`src/rtl/burst_seq_pkg.sv`:
```
package burst_seq_pkg;
  localparam int unsigned BEAT_W = 2;
  typedef logic [BEAT_W-1:0] beat_t;
  typedef enum logic {ORD_LINEAR = 1'b0, ORD_INTERLEAVE = 1'b1} burst_order_e;
endpackage

```
`src/rtl/burst_load_ctrl.sv`:
```
module burst_load_ctrl (
  input  logic strobe_proc_ni,
  input  logic strobe_ctrl_ni,
  input  logic ce_ni,
  input  logic adv_ni,
  output logic load_o,
  output logic step_o
);
  logic proc_ok;
  // processor strobe only counts while the primary enable is active
  assign proc_ok = ~strobe_proc_ni & ~ce_ni;
  assign load_o  = proc_ok | ~strobe_ctrl_ni;
  assign step_o  = ~load_o & ~adv_ni;
endmodule

```
`src/rtl/burst_beat_cnt.sv`:
```
module burst_beat_cnt
  import burst_seq_pkg::*;
(
  input  logic  clk_i,
  input  logic  rst_ni,
  input  logic  load_i,
  input  logic  step_i,
  output beat_t beat_o
);
  beat_t beat_q;
  always_ff @(posedge clk_i or negedge rst_ni) begin
    if (!rst_ni)     beat_q <= '0;
    else if (load_i) beat_q <= '0;
    else if (step_i) beat_q <= beat_q + beat_t'(1);
  end
  assign beat_o = beat_q;
endmodule

```
`src/rtl/burst_start_reg.sv`:
```
module burst_start_reg
  import burst_seq_pkg::*;
#(
  parameter int unsigned ADDR_W = 20
) (
  input  logic              clk_i,
  input  logic              rst_ni,
  input  logic              load_i,
  input  logic [ADDR_W-1:0] addr_i,
  input  logic              mode_i,
  output logic [ADDR_W-1:0] base_o,
  output burst_order_e      order_o
);
  logic [ADDR_W-1:0] base_q;
  burst_order_e      order_q;
  always_ff @(posedge clk_i or negedge rst_ni) begin
    if (!rst_ni) begin
      base_q  <= '0;
      order_q <= ORD_INTERLEAVE;
    end else if (load_i) begin
      base_q  <= addr_i;
      order_q <= burst_order_e'(mode_i);
    end
  end
  assign base_o  = base_q;
  assign order_o = order_q;
endmodule

```
`src/rtl/burst_addr_map.sv`:
```
module burst_addr_map
  import burst_seq_pkg::*;
#(
  parameter int unsigned ADDR_W = 20
) (
  input  logic [ADDR_W-1:0] base_i,
  input  beat_t             beat_i,
  input  burst_order_e      order_i,
  output logic [ADDR_W-1:0] addr_o
);
  localparam int unsigned UPPER_W = ADDR_W - BEAT_W;
  beat_t start, low_ilv, low_lin;
  assign start   = base_i[BEAT_W-1:0];
  assign low_ilv = start ^ beat_i;
  assign low_lin = start + beat_i;  // wraps inside the aligned block
  generate
    if (UPPER_W > 0) begin : g_upper
      assign addr_o[ADDR_W-1:BEAT_W] = base_i[ADDR_W-1:BEAT_W];
    end
  endgenerate
  assign addr_o[BEAT_W-1:0] = (order_i == ORD_INTERLEAVE) ? low_ilv : low_lin;
endmodule

```
`src/rtl/burst_addr_seq.sv`:
```
module burst_addr_seq
  import burst_seq_pkg::*;
#(
  parameter int unsigned ADDR_W = 20
) (
  input  logic              clk_i,
  input  logic              rst_ni,
  input  logic              strobe_proc_ni,
  input  logic              strobe_ctrl_ni,
  input  logic              ce_ni,
  input  logic              adv_ni,
  input  logic              mode_i,
  input  logic [ADDR_W-1:0] addr_i,
  output logic [ADDR_W-1:0] addr_o,
  output logic [1:0]        beat_o
);
  logic              load, step;
  beat_t             beat;
  logic [ADDR_W-1:0] base;
  burst_order_e      order;

  burst_load_ctrl u_ctrl (
    .strobe_proc_ni(strobe_proc_ni), .strobe_ctrl_ni(strobe_ctrl_ni),
    .ce_ni(ce_ni), .adv_ni(adv_ni), .load_o(load), .step_o(step)
  );

  burst_beat_cnt u_cnt (
    .clk_i(clk_i), .rst_ni(rst_ni), .load_i(load), .step_i(step), .beat_o(beat)
  );

  burst_start_reg #(.ADDR_W(ADDR_W)) u_start (
    .clk_i(clk_i), .rst_ni(rst_ni), .load_i(load), .addr_i(addr_i),
    .mode_i(mode_i), .base_o(base), .order_o(order)
  );

  burst_addr_map #(.ADDR_W(ADDR_W)) u_map (
    .base_i(base), .beat_i(beat), .order_i(order), .addr_o(addr_o)
  );

  assign beat_o = beat;
endmodule

```
`config.mk`:
```
export PLATFORM = sky130hd
export DESIGN_NAME = burst_addr_seq
export DESIGN_NICKNAME = d
export VERILOG_FILES = /design/src/rtl/burst_seq_pkg.sv /design/src/rtl/burst_load_ctrl.sv /design/src/rtl/burst_beat_cnt.sv /design/src/rtl/burst_start_reg.sv /design/src/rtl/burst_addr_map.sv /design/src/rtl/burst_addr_seq.sv
export SDC_FILE = /design/constraint.sdc
export NUM_CORES = 1
export LEC_CHECK = 0
export BUFFER_PORTS_ARGS = -buffer_cell sky130_fd_sc_hd__buf_2
export CAP_MARGIN = 25
export CORE_ASPECT_RATIO = 1.5
export CORE_MARGIN = 5
export CORE_UTILIZATION = 48
export CTS_BUF_LIST = sky130_fd_sc_hd__clkbuf_8
export CTS_CLUSTER_SIZE = 12
export DETAILED_ROUTE_END_ITERATION = 8
export PLACE_DENSITY = 0.81
export SYNTH_ARGS = -nofsm -noshare
export SYNTH_HDL_FRONTEND = slang
export SYNTH_HIERARCHICAL = 1
export SYNTH_SLANG_ARGS = --single-unit
export TNS_END_PERCENT = 5
```
`constraint.sdc`:
```
create_clock -name clk_i -period 1.25 [get_ports clk_i]
set_input_delay 0.25 -clock clk_i [delete_from_list [all_inputs] [get_ports clk_i]]
set_output_delay 0.25 -clock clk_i [all_outputs]
set_load 0.05 [all_outputs]
```
==> reports/metrics.json, run 1 <==
{
  "outcome": "complete, but fails checks",
  "failing_checks": "setup timing",
  "synth.top_cells.by_area": "dfrtp_1, mux2_4, buf_4",
  "cp.arrival_ps": 1270,
  "number_of_global_route_vias_before_repair": 744,
  "crit_start": "u_start/base_o[0]",
  "final_hold_viol_count": 0,
  "cp-start-kind": "register",
  "worst_slew_margin_rel": 0.666,
  "routabilityCongestion": 0.653,
  "clock-root-buffer": "clkbuf_8",
  "synth-seq-cells": 23,
  "period_needed_ps": 1520,
  "floorplan.die_area_mm2": 0.00345,
  "numPortBuffers": 48,
  "max_clock_freq_mhz": 660,
  "cts-htree-levels": 1,
  "fp.coreArea_mm2": 0.00226,
  "pre_cts_slack_ps": -104,
  "antenna_found_initial": 0,
  "startpoint_of_the_worst_register_to_register_path": "u_start/base_o[0]",
  "synth_top_area_cell": "dfrtp_1",
  "slew_viol_final": 0,
  "synth_largest_type_area_fraction": 0.486,
  "synth_area_mm2": 0.00113,
  "final_number_of_setup_violating_endpoints": 2,
  "largest_fanout_on_the_critical_path": 2,
  "grt_usage": 0.118,
  "start_util": 0.502,
  "cts-buffers-inserted": 3,
  "route.antenna.remaining_nets": 0,
  "layout.filler_cells": 188,
  "cap_violations": 0,
  "grt_pass1_wl_mm": 3.36,
  "cts.reportedPaths.clkPinSlew_ps": 80,
  "final.setup.worst_slack_ps": -266,
  "register_area_um2": 579,
  "synthesis.area_per_instance_um2": 15.1,
  "cts_max_path_buffers": 2,
  "hp-class": "input port to register",
  "synthesis.instances": 75,
  "skew_ps": 0.221,
  "worst_reg2reg_path_depth": 3,
  "drive_gt1_frac": 0.761,
  "post_synth_num_cell_types": 14,
  "synth.yosys.warnings": 6,
  "antenna_cells": 0,
  "die_h_um": 69.5,
  "detail_route.wirelength_mm": 1.98,
  "worstMarginPinSlew_ps": 501,
  "area.growth.synth_to_final_pct": 28.4,
  "kind_of_critical_path": "register to output port",
  "multi_input_comb_area_um2": 464,
  "critPathCaptureType": "output port",
  "remaining_drc_errors": 0,
  "pin_count_of_the_biggest_net_entering_global_routing": 24,
  "fin_nets": 142,
  "detailroute.via_count": 661,
  "placementRows": 21,
  "place_hpwl_mm": 1.47,
  "number_of_drc_markers_after_the_initial_detailed_route_iteration": 16,
  "leakage_nw": 0.746,
  "maximum_vdd_ir_drop_uv": 801,
  "global_route.overflow_total": 0,
  "fin_setup_tns_ps": -364,
  "timing.hold.worst.start": "addr_i[7]",
  "min_path_cells": 2,
  "tritoncts": "yes",
  "route.detailed.wl_per_inst_um": 14.6,
  "floorplan.die.width_um": 49.7,
  "part_of_the_cycle_the_worst_path_needs": 1.21,
  "fin_total_pwr_w": 0.00193,
  "ioPinCount": 49,
  "clock-sinks": 23,
  "route.detailed.vias_per_inst": 4.86,
  "synth.yosys.seq_area_share": 0.509,
  "power-per-cell-area_mw_per_mm2": 1330,
  "clkLatencyLatePin_ps": 250,
  "cp_data_required_time_ps": 1000,
  "grt_setup_unrepaired": "true",
  "syn-num-nets": 103,
  "drtPass1Iterations": 2
}
-- layout by cell type (no fill, tap or decap), types with 2 or more instances in the layout --
| cell | count |
|---|---|
| nor2_1 | 2 |
| dfrtp_1 | 20 |
| dfrtp_2 | 2 |
| buf_2 | 44 |
| buf_12 | 2 |
| clkbuf_8 | 3 |
| buf_4 | 3 |
| xnor2_4 | 2 |
| buf_6 | 2 |
| mux2_4 | 20 |
-- cell usage after synthesis --
master    number
o21ai_2        1
dfrtp_1       22
a21bo_1        1
ha_1           1
mux2_2         1
nor2_1         2
buf_4         18
mux2_4        20
nand3b_1       1
xnor2_1        3
a21oi_2        1
buf_6          2
dfstp_2        1
nor2b_1        1
-- power breakdown --
group          switching [W]  internal, W  total [W]  leakage (nW)
combinational       0.000377     0.000255   0.000633         0.451
sequential         0.0000443     0.000817   0.000862         0.268
clock               0.000217     0.000218   0.000436        0.0269
total               0.000639      0.00129    0.00193         0.746
-- logic make-up after synthesis --
| group | count (synthesis) | synth area share |
|---|---|---|
| muxes | 21 | 0.275 |
| DFF | 23 | 0.509 |
| xor gates and xnor gates | 3 | 0.0232 |
| AOI/OAI and AO/OA | 3 | 0.0243 |
| and+or+nand+nor | 4 | 0.0188 |
| adders and majority gates | 1 | 0.0110 |
| buffers and inverters | 20 | 0.139 |
-- critical path: stages (launching register included) --
cell and delay (ps):
dfrtp_1 400, ha_4 140, nor2b_4 180, xnor2_4 120, buf_6 170
-- timing repair --
| item | in CTS | in global routing |
|---|---|---|
| hold buffers | 1 | 0 |
| pin swaps | 2 | 0 |
| gates resized for setup | 10 | 1 |
| hold endpoints to repair | 22 | 0 |
| setup buffers | 0 | 1 |
| setup endpoints to repair | 3 | 4 |
-- through the flow --
step | hold WS [ps] | instance area, um2 | utilization | std cells
finish | 220 | 1460 | 0.644 | 136
global route | 215 | 1460 | 0.644 | 136
CTS | 212 | 1450 | 0.640 | 135
detailed placement | 253 | 1350 | 0.596 | 131
global placement | 234 | 1350 | 0.596 | 131
floorplan | -45.6 | 1160 | - | 75
-- registers in the layout (all words and copies together), names as in the netlist --
signal / cells
u_start/base_o: 20
u_start/order_o: 1
u_cnt/beat_o: 2
-- worst paths after layout --
check | end | slack [ps]
worst min-delay path | u_start/base_o[7] | 220
worst max-delay path | addr_o[1] | -270
worst max register to register | u_start/base_o[0] | 210
max in group asynchronous | u_cnt/beat_o[0] | 390
min in group asynchronous | u_start/base_o[15] | 500
worst min register to register | u_start/base_o[18] | 510
-- area by class of cell --
type | instances | area share
Clock buffer | 3 | 0.0284
Clock inverter | 1 | 0.00258
Multi-Input combinational cell | 32 | 0.319
Sequential cell | 23 | 0.398
Tap cell | 23 | 0.0198
Timing Repair Buffer | 54 | 0.232
-- routing by layer --
layer,GRT usage,part of all wire,vias to the layer above,routed length [um]
met5,0,0,-,0
met4,0.0350,0.0061,0,12
met3,0.0301,0.086,2,170
met2,0.198,0.51,29,1010
met1,0.146,0.40,322,789
li1,-,-,308,-
Note: power is estimated with default switching activity, not from simulation.
==> run 2: changes to the inputs <==
CELL_PAD_IN_SITES_DETAIL_PLACEMENT = 1   (was not set)
CELL_PAD_IN_SITES_GLOBAL_PLACEMENT = 2   (was not set)
CORE_UTILIZATION = 31   (was 48)
PLACE_DENSITY = not set   (was 0.81)
PLACE_DENSITY_LB_ADDON = 0.1   (was not set)
==> run 2 against run 1 <==
  * Routed wire length rose by 14%
  * Final cell count rose by 15%
  * Critical path type unchanged
  * Setup slack got worse by 36 ps
  * The flow still finishes with violations (setup timing)
  * Critical endpoint unchanged
==> reports/metrics.json, run 2 (synthesized netlist as in run 1, its figures left out) <==
{
  "grt_pass1_wl": {"value": 3.68, "unit": "mm", "change": "+9.4%"},
  "routabilityCongestion": {"value": 0.659, "change": "+0.86%"},
  "worstSetupEndpoint": "addr_o[1]",
  "skew": {"value": 0.00286, "unit": "ps", "change": "-0.219 ps"},
  "drtPass1Iterations": {"value": 4, "change": "+2"},
  "fin_nets": {"value": 143, "change": "+0.70%"},
  "kind_of_critical_path": "register to output port",
  "ioPinCount": {"value": 49, "change": "unchanged"},
  "route.detailed.wl_per_inst": {"value": 14.3, "unit": "um", "change": "-1.7%"},
  "detailroute.via_count": {"value": 680, "change": "+2.9%"},
  "failing_checks": "setup timing",
  "cp_data_required_time": {"value": 1000, "unit": "ps", "change": "about the same"},
  "cts.reportedPaths.clkPinSlew": {"value": 90, "unit": "ps", "change": "about the same"},
  "cts_max_path_buffers": {"value": 2, "change": "unchanged"},
  "power-per-cell-area": {"value": 1330, "unit": "mW/mm2", "change": "+0.31%"},
  "crit_start": "u_cnt/beat_o[0]",
  "area.growth.synth_to_final": {"value": 28.4, "unit": "%", "change": "unchanged"},
  "period_needed": {"value": 1550, "unit": "ps", "change": "+35.6 ps"},
  "start_util": {"value": 0.314, "change": "-0.188"},
  "outcome": "complete, but fails checks",
  "cts-htree-levels": {"value": 1, "change": "unchanged"},
  "fin_setup_tns": {"value": -519, "unit": "ps", "change": "-155 ps"},
  "hp-class": "input port to register",
  "die_h": {"value": 84.1, "unit": "um", "change": "+21%"},
  "grt_usage": {"value": 0.0970, "change": "-0.0213"},
  "grt_setup_unrepaired": "true",
  "leakage": {"value": 0.744, "unit": "nW", "change": "-0.34%"},
  "detail_route.wirelength": {"value": 2.25, "unit": "mm", "change": "+14%"},
  "cp-start-kind": "register",
  "final-instance-count-excl-fill": {"value": 157, "change": "+15%"},
  "cts-buffers-inserted": {"value": 3, "change": "unchanged"},
  "remaining_drc_errors": {"value": 0, "change": "unchanged"},
  "stdcell_area": {"value": 0.00146, "unit": "mm2", "change": "unchanged"},
  "pin_count_of_the_biggest_net_entering_global_routing": {"value": 24, "change": "unchanged"},
  "largest_fanout_on_the_critical_path": {"value": 2, "change": "unchanged"},
  "clkLatencyLatePin": {"value": 260, "unit": "ps", "change": "about the same"},
  "number_of_global_route_vias_before_repair": {"value": 789, "change": "+6.0%"},
  "antenna_found_initial": {"value": 0, "change": "unchanged"},
  "part_of_the_cycle_the_worst_path_needs": {"value": 1.24, "change": "+0.0284"},
  "dpl_cell_area": {"value": 0.00136, "unit": "mm2", "change": "+0.93%"},
  "number_of_drc_markers_after_the_initial_detailed_route_iteration": {"value": 18, "change": "+2"},
  "largest_register_ff_count": {"value": 20, "change": "unchanged"},
  "tritoncts": "yes",
  "drive_gt1_frac": {"value": 0.772, "change": "+0.0109"},
  "final_number_of_setup_violating_endpoints": {"value": 3, "change": "+1"},
  "final_hold_viol_count": {"value": 0, "change": "unchanged"},
  "slew_viol_final": {"value": 0, "change": "unchanged"},
  "cp.arrival": {"value": 1300, "unit": "ps", "change": "+30 ps"},
  "route.antenna.remaining_nets": {"value": 0, "change": "unchanged"},
  "max_clock_freq": {"value": 645, "unit": "MHz", "change": "-2.3%"},
  "critPathCaptureType": "output port",
  "placementRows": {"value": 27, "change": "+29%"},
  "worstMarginPinSlew": {"value": 522, "unit": "ps", "change": "+20.3 ps"},
  "route.detailed.vias_per_inst": {"value": 4.33, "change": "-11%"},
  "startpoint_of_the_worst_register_to_register_path": "u_cnt/beat_o[0]",
  "finalHoldWorstSlack": {"value": 210, "unit": "ps", "change": "-10.3 ps"},
  "maximum_vdd_ir_drop": {"value": 715, "unit": "uV", "change": "-11%"},
  "worst_slew_margin_rel": {"value": 0.652, "change": "-0.0135"},
  "floorplan.die.width": {"value": 59.4, "unit": "um", "change": "+20%"},
  "worst_reg2reg_path_depth": {"value": 4, "change": "+1"},
  "rrSetupSlack": {"value": 220, "unit": "ps", "change": "about the same"},
  "place_hpwl": {"value": 1.71, "unit": "mm", "change": "+17%"},
  "final.setup.worst_slack": {"value": -301, "unit": "ps", "change": "-35.6 ps"},
  "cap_violations": {"value": 0, "change": "unchanged"},
  "timing.hold.worst.start": "addr_i[3]",
  "numPortBuffers": {"value": 48, "change": "unchanged"},
  "clock-root-buffer": "clkbuf_8",
  "antenna_cells": {"value": 0, "change": "unchanged"},
  "pre_cts_slack": {"value": -97.8, "unit": "ps", "change": "+6.55 ps"},
  "floorplan.die_area": {"value": 0.00499, "unit": "mm2", "change": "+45%"},
  "global_route.overflow_total": {"value": 0, "change": "unchanged"},
  "most-common-layout-cells": "buf_2, mux2_4, dfrtp_1",
  "clock-sinks": {"value": 23, "change": "unchanged"},
  "placedCellCount": {"value": 151, "change": "+15%"},
  "most_common_library_cell_in_the_layout_ignoring_fill_and_taps": "buf_2",
  "critical_path.reg2reg.endpoint": "u_cnt/beat_o[1]",
  "fp.coreArea": {"value": 0.00361, "unit": "mm2", "change": "+60%"}
}
[run 2: where the power goes]
| group | switching, W | internal (W) | total (W) |
|---|---|---|---|
| logic | 0.000378 | 0.000239 | 0.000617 |
| clock network | 0.000239 | 0.000222 | 0.000462 |
| registers | 0.0000404 | 0.000817 | 0.000858 |
| total | 0.000658 | 0.00128 | 0.00194 |
[run 2: area by class of cell]
class / count / area, um2
Clock buffer: 3 / 41.3
Sequential cell: 23 / 579
Clock inverter: 1 / 5.00
Fill cell: 411 / 2160
Timing Repair Buffer: 55 / 333
Multi-Input combinational cell: 32 / 443
Tap cell: 43 / 53.8
[run 2: worst min-delay path by stage]
| stage | endpoint | slack [ps] | cells past startpoint |
|---|---|---|---|
| 6_report | u_start/base_o[3] | 210 | 2 |
| 3_3_place_gp | u_start/base_o[8] | 260 | 1 |
| 5_1_grt | u_start/base_o[3] | 190 | 2 |
| 3_5_place_dp | u_start/base_o[8] | 270 | 1 |
| 2_1_floorplan | u_cnt/beat_o[0] | -50 | 0 |
| 4_1_cts | u_start/base_o[3] | 200 | 2 |
[run 2: timing repair]
action	4_1_cts	5_1_grt
endpoints found under the setup margin	4	4
resized for setup	8	1
gates cloned	0	0
hold buffers	1	0
endpoints found under the hold margin	22	0
buffers inserted	0	1
pin swaps	2	2
[run 2: worst max-delay path, cell delays in order, from the launching register on]
cell,delay (ps)
dfrtp_2,410
ha_2,170
nor2b_4,130
xnor2_4,150
buf_6,170
[run 2: stage by stage]
stage | util | total power (W)
6_report | 0.403 | 0.00194
5_1_grt | 0.403 | 0.00206
4_1_cts | 0.398 | 0.00197
3_5_place_dp | 0.376 | 0.00147
3_3_place_gp | 0.376 | 0.00146
2_1_floorplan | - | 0.00139
[run 2: routing by layer]
metal  wire (um)  GRT usage
met1         859      0.105
met2        1180      0.169
met3         192     0.0248
met4          19     0.0433
met5           0          0
